--- src/rtl/cart_map_pkg.sv ---
package cart_map_pkg;
  localparam int CNT_W     = 16;
  localparam int NIB_W     = 4;
  localparam int PRG_SLOTS = 3;
  localparam int CHR_SLOTS = 8;
  localparam int BANK_W    = 5;
  localparam int BYTE_W    = 8;

  // Page code is address bits [14:12]; order matters for the nibble index
  typedef enum logic [2:0] {
    PG_NIB0   = 3'd0,
    PG_NIB1   = 3'd1,
    PG_NIB2   = 3'd2,
    PG_NIB3   = 3'd3,
    PG_CTL    = 3'd4,
    PG_ACK    = 3'd5,
    PG_SEL    = 3'd6,
    PG_BANK   = 3'd7
  } page_e;

  typedef struct packed {
    logic        vld;
    page_e       page;
    logic [11:0] off;
    logic [7:0]  data;
  } wr_cmd_t;
endpackage

--- src/rtl/cart_irq_timer.sv ---
module cart_irq_timer
  import cart_map_pkg::*;
#(
  parameter int W = CNT_W
) (
  input  logic    clk,
  input  logic    rst_n,
  input  wr_cmd_t cmd,
  input  logic    tick,
  output logic    irq
);
  localparam int NIBS = W / NIB_W;

  logic [W-1:0] reload_q, reload_d;
  logic [W-1:0] count_q, count_d;
  logic [7:0]   ctl_q;
  logic         irq_q, irq_d;
  logic         ctl_wr, ack_wr, running, wrap;
  logic [2:0]   nib_idx;

  assign nib_idx = 3'(cmd.page);
  assign ctl_wr  = cmd.vld && (cmd.page == PG_CTL);
  assign ack_wr  = cmd.vld && (cmd.page == PG_ACK);
  assign running = |ctl_q[3:0];
  assign wrap    = running && tick && (count_q == {W{1'b1}});

  always_comb begin
    reload_d = reload_q;
    if (cmd.vld && (int'(nib_idx) < NIBS))
      reload_d[int'(nib_idx)*NIB_W +: NIB_W] = cmd.data[NIB_W-1:0];
  end

  always_comb begin
    count_d = count_q;
    if (ctl_wr) begin
      if (|cmd.data[3:0]) count_d = reload_q;
    end else if (running && tick) begin
      count_d = wrap ? reload_q : count_q + 1'b1;
    end
  end

  always_comb begin
    irq_d = irq_q;
    if (ctl_wr || ack_wr) irq_d = 1'b0;
    else if (wrap)        irq_d = 1'b1;
  end

  always_ff @(posedge clk) begin
    if (!rst_n) begin
      reload_q <= '0;
      count_q  <= '0;
      ctl_q    <= '0;
      irq_q    <= 1'b0;
    end else begin
      reload_q <= reload_d;
      count_q  <= count_d;
      irq_q    <= irq_d;
      if (ctl_wr) ctl_q <= cmd.data;
    end
  end

  assign irq = irq_q;
endmodule

--- src/rtl/cart_bank_file.sv ---
module cart_bank_file
  import cart_map_pkg::*;
#(
  parameter int NPRG = PRG_SLOTS,
  parameter int NCHR = CHR_SLOTS
) (
  input  logic                   clk,
  input  logic                   rst_n,
  input  wr_cmd_t                cmd,
  output logic [NPRG*BANK_W-1:0] prg_banks,
  output logic [BYTE_W-1:0]      wram_bank,
  output logic [NCHR*BYTE_W-1:0] chr_banks,
  output logic                   mirror_vert
);
  localparam int CSEL_W = $clog2(NCHR);

  logic [7:0] sel_q;
  logic [3:0] slot;
  logic       bank_wr;
  logic [1:0] mode;

  assign bank_wr = cmd.vld && (cmd.page == PG_BANK);
  assign slot    = sel_q[3:0] - 4'd1;
  assign mode    = cmd.off[11:10];

  always_ff @(posedge clk) begin
    if (!rst_n)                               sel_q <= '0;
    else if (cmd.vld && cmd.page == PG_SEL)   sel_q <= cmd.data;
  end

  for (genvar g = 0; g < NPRG; g++) begin : g_prg
    logic [3:0] lo_q;
    logic       hi_q;
    always_ff @(posedge clk) begin
      if (!rst_n) begin
        lo_q <= '0;
        hi_q <= 1'b0;
      end else begin
        if (bank_wr && slot == 4'(g)) lo_q <= cmd.data[3:0];
        if (bank_wr && mode == 2'b00 && cmd.off[1:0] == 2'(g)) hi_q <= cmd.data[4];
      end
    end
    assign prg_banks[g*BANK_W +: BANK_W] = {hi_q, lo_q};
  end

  always_ff @(posedge clk) begin
    if (!rst_n) begin
      wram_bank   <= '0;
      mirror_vert <= 1'b0;
    end else begin
      if (bank_wr && slot == 4'(NPRG)) wram_bank <= cmd.data;
      if (bank_wr && mode == 2'b10)    mirror_vert <= cmd.data[0];
    end
  end

  for (genvar c = 0; c < NCHR; c++) begin : g_chr
    logic [BYTE_W-1:0] bank_q;
    always_ff @(posedge clk) begin
      if (!rst_n) bank_q <= '0;
      else if (bank_wr && mode == 2'b11 && cmd.off[CSEL_W-1:0] == CSEL_W'(c))
        bank_q <= cmd.data;
    end
    assign chr_banks[c*BYTE_W +: BYTE_W] = bank_q;
  end
endmodule

--- src/rtl/cart_irq_mapper.sv ---
module cart_irq_mapper
  import cart_map_pkg::*;
(
  input  logic                        clk,
  input  logic                        rst_n,
  input  logic                        wr_en,
  input  logic [15:0]                 wr_addr,
  input  logic [7:0]                  wr_data,
  input  logic                        cpu_tick,
  output logic [PRG_SLOTS*BANK_W-1:0] prg_banks,
  output logic [BYTE_W-1:0]           wram_bank,
  output logic [CHR_SLOTS*BYTE_W-1:0] chr_banks,
  output logic                        mirror_vert,
  output logic                        irq
);
  wr_cmd_t cmd;

  always_comb begin
    cmd.vld  = wr_en && wr_addr[15];
    cmd.page = page_e'(wr_addr[14:12]);
    cmd.off  = wr_addr[11:0];
    cmd.data = wr_data;
  end

  cart_irq_timer #(.W(CNT_W)) u_timer (
    .clk   (clk),
    .rst_n (rst_n),
    .cmd   (cmd),
    .tick  (cpu_tick),
    .irq   (irq)
  );

  cart_bank_file #(.NPRG(PRG_SLOTS), .NCHR(CHR_SLOTS)) u_banks (
    .clk         (clk),
    .rst_n       (rst_n),
    .cmd         (cmd),
    .prg_banks   (prg_banks),
    .wram_bank   (wram_bank),
    .chr_banks   (chr_banks),
    .mirror_vert (mirror_vert)
  );
endmodule

--- config.mk ---
export PLATFORM = sky130hd
export DESIGN_NAME = cart_irq_mapper
export DESIGN_NICKNAME = d
export VERILOG_FILES = /design/src/rtl/cart_map_pkg.sv /design/src/rtl/cart_irq_timer.sv /design/src/rtl/cart_bank_file.sv /design/src/rtl/cart_irq_mapper.sv
export SDC_FILE = /design/constraint.sdc
export NUM_CORES = 1
export LEC_CHECK = 0
export BUFFER_PORTS_ARGS = -buffer_cell sky130_fd_sc_hd__buf_2
export CAP_MARGIN = 40
export CORE_UTILIZATION = 59
export CTS_CLUSTER_DIAMETER = 50
export CTS_CLUSTER_SIZE = 12
export DETAILED_ROUTE_END_ITERATION = 6
export PLACE_DENSITY_LB_ADDON = 0.3
export SETUP_SLACK_MARGIN = 0.5
export SYNTH_ARGS = -nofsm -noshare
export SYNTH_HDL_FRONTEND = slang
export SYNTH_HIERARCHICAL = 1
export SYNTH_SLANG_ARGS = --single-unit
--- constraint.sdc ---
create_clock -name clk -period 5.8 [get_ports clk]
set_input_delay 0.87 -clock clk [delete_from_list [all_inputs] [get_ports clk]]
set_output_delay 0.87 -clock clk [all_outputs]
set_load 0.03 [all_outputs]
## After elaboration in Yosys (flattened, before gate mapping)

Cells that the tools add are included.

- Bits in registers: 129
- Input port bits: 28
- Output and inout bits: 89
- Logic and storage cells: 89

- Add/sub/neg operators: 3
- Magnitude comparators: 1
- Equality and inequality tests: 20
- Shift operators: 2
- Muxes and demuxes: 5
- Bitwise logic cells: 1
- Reductions and logical operators: 36

Operators with widths:

| kind | number |
|---|---|
| 16-bit 2-to-1 mux | 4 |
| 5-bit negation with 33-bit output | 1 |
| 4-bit by 33-bit variable shift with 16-bit output (first input constant) | 1 |
| 4-bit by 33-bit indexed part select with 16-bit output | 1 |
| 1-bit logical AND | 26 |
| 3-bit == test (second input constant) | 8 |
| 16-bit by 1-bit adder with 16-bit output (second input constant) | 1 |
| 16-bit bitwise mux | 1 |
| 16-bit == test (second input constant) | 1 |
| 4-bit by 2-bit == test with 1-bit output (second input constant) | 2 |
| 4-bit OR reduction | 2 |
| 2-bit == test (second input constant) | 3 |
| 3-bit by 2-bit == test with 1-bit output (second input constant) | 2 |
| 4-bit by 1-bit == test with 1-bit output (second input constant) | 1 |
| 2-bit zero test | 2 |
| 4-bit zero test | 1 |
| 4-bit by 1-bit subtractor with 4-bit output (second input constant) | 1 |
| 3-bit by 1-bit == test with 1-bit output (second input constant) | 1 |
| 3-bit zero test | 1 |
| 3-bit less-than comparator (second input constant) | 1 |
| 2-bit by 1-bit == test with 1-bit output (second input constant) | 1 |
| 2-bit inequality test (second input constant) | 1 |
| 2-bit AND reduction | 1 |
| 2-bit nonzero test | 1 |
| other kinds (3) | 3 |

## Depth between registers and ports, before layout

- Word-level depth: 6
- Mapped depth: 9
- Depth with buffers taken out: 8

## By module

The synthesis kept the hierarchy.

Modules (own cells, without submodules):

| module | instances | cells an instance | area an instance (sq um) | seq. area each (sq um) |
|---|---|---|---|---|
| cart_bank_file | 1 | 360 | 3676.0 | 1841.8 |
| cart_irq_timer | 1 | 241 | 1995.7 | 740.7 |
| cart_irq_mapper | 1 | 1 | 6.3 | 0.0 |

## Least setup slack after synthesis

OpenSTA, ideal clock, no wires.

- Path kind: input port to flip-flop
- From: input wr_addr[12]
- To: register u_timer.count_q[1]
- Library setup time: 0.088 ns
- Data arrival time: 2.457 ns
- Data required time: 5.712 ns
- Path slack: 3.255 ns
- Cell stages on the path: 8
- Path buffers: 1
- Cell sequence: inv_1 ha_1 ha_1 and2_0 mux2i_1 buf_2 nor2_1 a311oi_2

- Word-level cells in the longest chain between the ends: 4
- Elaborated cells on any way between the ends: 6
- Those cells by class: eq/ne (2); mux (1); reduce/logical (3)

Ends and longest elaborated chain:

| item | RTL line | text |
|---|---|---|
| start: declaration | cart_irq_mapper.sv:7 | `input logic [15:0] wr_addr,` |
| 3-bit == test * | cart_irq_timer.sv:22 | `assign ctl_wr = cmd.vld && (cmd.page == PG_CTL);` |
| 1-bit logical AND * | cart_irq_timer.sv:22 |  |
| 2-bit inequality test (no source line) or 2-bit nonzero test (tied branches) | - |  |
| 2-bit AND reduction (no source line) | - |  |
| end signal: assignment | cart_irq_timer.sv:56 | `count_q <= count_d;` |
| end: declaration | cart_irq_timer.sv:15 | `logic [W-1:0] count_q, count_d;` |

Mark *: on every way between the ends. The rest lies on a longest branch, timed or not.
A chain may end at the register's enable or synchronous reset.

## Worst setup path in the final report

- From: input wr_addr[12]
- To: register u_timer.count_q[0]

Same word-level chain as after synthesis.

==> results.toml <==
[status]
status = "complete, no violations"

[synthesis]
ys_top_cells_by_count = "129 x dfxtp_1, 108 x nand2_1, 77 x mux2i_1"
synth_fp_nets = 637
async_reset_ff_share_pct = 0
netlist.area_leader.share_pct = 45.5
ys_top_cells_by_area = "dfxtp_1 45%, mux2i_1 14%, nand2_1 7.1%"
syn_area_per_cell_um2 = 9.43
yosys.area.top_type = "dfxtp_1"
synth.most_common_cell = "dfxtp_1"
ys_types = 63
syn-cell-area_mm2 = 0.00568
ys_seq_elements = 129
synth_edf_count = 0
synth-seq-area-share_pct = 45.5
ys_warn_count = 6
synthFlopType = "dfxtp_1"
synthCells = 602

[placed_design]
hpwl_um = 9180
dpl_cell_area_mm2 = 0.00629
port_buffers = 109
place_congestion = 0.867
place_ws_ps = 2490

[timing]
finalCriticalPeriod_ps = 2850
max_freq_mhz = 351
slew_headroom_pct = 46.7
setup_viol_count_final = 0
fin_ws_ps = 2950
tns_ps = 0
final_max_slew_viol_count = 0
rsz0062_at_grt = "no"
fin_crit_sh_pct = 49.1
hold-worst-slack_ps = 456
final-hold-violation-count = 0
worst_pin_slew_ps = 800
skew_ps = 6.25

[floorplan]
initial_utilization_pct = 61.2
die_x_um = 100
die_h_um = 100
std_cell_rows = 35
die-area_mm2 = 0.0100
ioPinCount = 117
coreArea_mm2 = 0.00928

[drt]
drtPass1Iterations = 5
via_per_inst = 5.96
ant_nets = 0
drtIter0Drc = 308
via_count = 5010
post-route-drc-count = 0
routed_wl_um = 14500
wire_per_inst_um = 17.2

[grt]
grt_max_degree = 105
grt-ovfl-total = 0
grt_util_met3_pct = 6.96
grt_busiest_layer = "met2"
use_met1_pct = 36.3
grt_pass1_wl_um = 23300
gr-usage-met2_pct = 49.3
grt_pass1_vias = 4768
grt_use_total_pct = 29.7
antenna_found_initial = 0

[power_and_ir_drop]
power-per-cell-area_mw_per_mm2 = 296
leakage_uw = 0.00269
power_frac_comb_pct = 4.4
ir_worst_vdd_mv = 0.212
switchingPower_uw = 468
switching_share_pct = 23.0
internal-power_uw = 1570
p_seq_share_pct = 43.8
power.share.clock_pct = 51.8

[min_path]
hp-class = "reg2reg"

[cts]
cts_tree = "done"
cts_setup_buffers = 0
clkTransAtPathRegs_ps = 60
clock_path_buffers = 2
cts_sinks = 129
cts_resized = 0
cts_max_level = 4
insertion_delay_ps = 520
cts_hold_repair.buffers = 0
cts_buffers = 17
cts-root-buf = "clkbuf_8"

[setup_path]
crit_fanout = 17
crit_path_end_kind = "flip-flop"
reg2reg_slack_ps = 3530
crit_arrival_ps = 3290
cp_data_required_time_ps = 6240
worst-setup-path-type = "in2reg"
startpoint_type = "primary input"

[cells_and_area]
diodes = 0
fillCellCount = 645
drive_above_1_share_pct = 23.5
fin_area_mm2 = 0.00687
fin_nets = 733
area_delta_synth_final_pct = 21.0

[run]
maxCapViolCount = 0
-- metrics by stage --
stage	utilization, %	total power [uW]	cells
after global routing	74.0	2080	840
after global placement	67.0	990	805
after CTS	74.0	2040	840
final	74.0	2040	840
after floorplan	-	961	602
after detailed placement	67.7	998	808
-- critical path, stage by stage --
cell and delay, ps:
buf_2 180, inv_1 160, ha_1 210, ha_1 190
and2_0 560, mux2_2 570, or3_1 400, a31oi_1 150
-- state kept, by name (all words and copies together), names as in the netlist --
register              count
u_banks/g_chr.bank_q     64
u_banks/sel_q             4
u_timer/count_q          16
u_banks/g_prg.lo_q       12
u_timer/ctl_q             4
u_timer/irq               1
u_banks/mirror_vert       1
u_timer/reload_q         16
u_banks/g_prg.hi_q        3
u_banks/wram_bank         8
-- routing by layer --
layer  wire [um]  part of all wire [%]
met1        6080                    42
met2        7070                    49
met3         896                   6.2
met4         413                   2.9
met5           0                     0
-- worst paths after layout --
kind | to | cells past startpoint | from
worst max-delay path | u_timer/count_q[0] | 8 | wr_addr[12]
worst min register to register | u_banks/g_chr[6].bank_q[6] | 2 | u_banks/g_chr[6].bank_q[6]
worst min-delay path | u_banks/g_chr[6].bank_q[6] | 2 | u_banks/g_chr[6].bank_q[6]
worst max register to register | u_timer/count_q[1] | 6 | u_timer/count_q[0]
-- cell type report --
class / instances / area (um^2) / area share (%)
well taps: 129 / 161 / 2.35
repair buffers: 113 / 622 / 9.05
inverters: 8 / 30.0 / 0.437
multi-input cells: 429 / 2890 / 42.1
clock inverters: 13 / 161 / 2.35
flip-flops and latches: 129 / 2580 / 37.6
clock buffers: 19 / 422 / 6.14
-- cells by family (layout without fill, tap and decap cells) --
group                    Yosys count  count (layout)  share of synthesized area (%)
AO/OA/AOI/OAI                    105             105                           12.4
AND/OR/NAND/NOR                  239             239                           23.2
adder cells (fa/ha/maj)            7               7                           1.54
buffers and inverters             44             153                           3.59
flip-flops                       129             129                           45.5
multiplexers                      78              78                           13.8
-- cells in the final DEF (no fill, tap or decap), types with 8 or more instances in the layout --
master and n:
nor2_1 17, nand2_1 108, nand3_1 36, nor4_1 9, clkbuf_16 16, a21boi_1 14
nand4_1 10, inv_1 8, a21oi_1 25, mux2i_1 77, buf_2 108, o21ai_0 27
dfxtp_1 129
-- power groups by stage --
stage	registers, uW	logic (uW)	clock network, uW
2_1_floorplan	910	50.7	0
3_3_place_gp	910	79.8	0
3_5_place_dp	911	87.2	0
4_1_cts	891	88.3	1060
5_1_grt	891	95.5	1100
6_report	891	89.3	1060
Note: power is estimated with default switching activity, not from simulation.
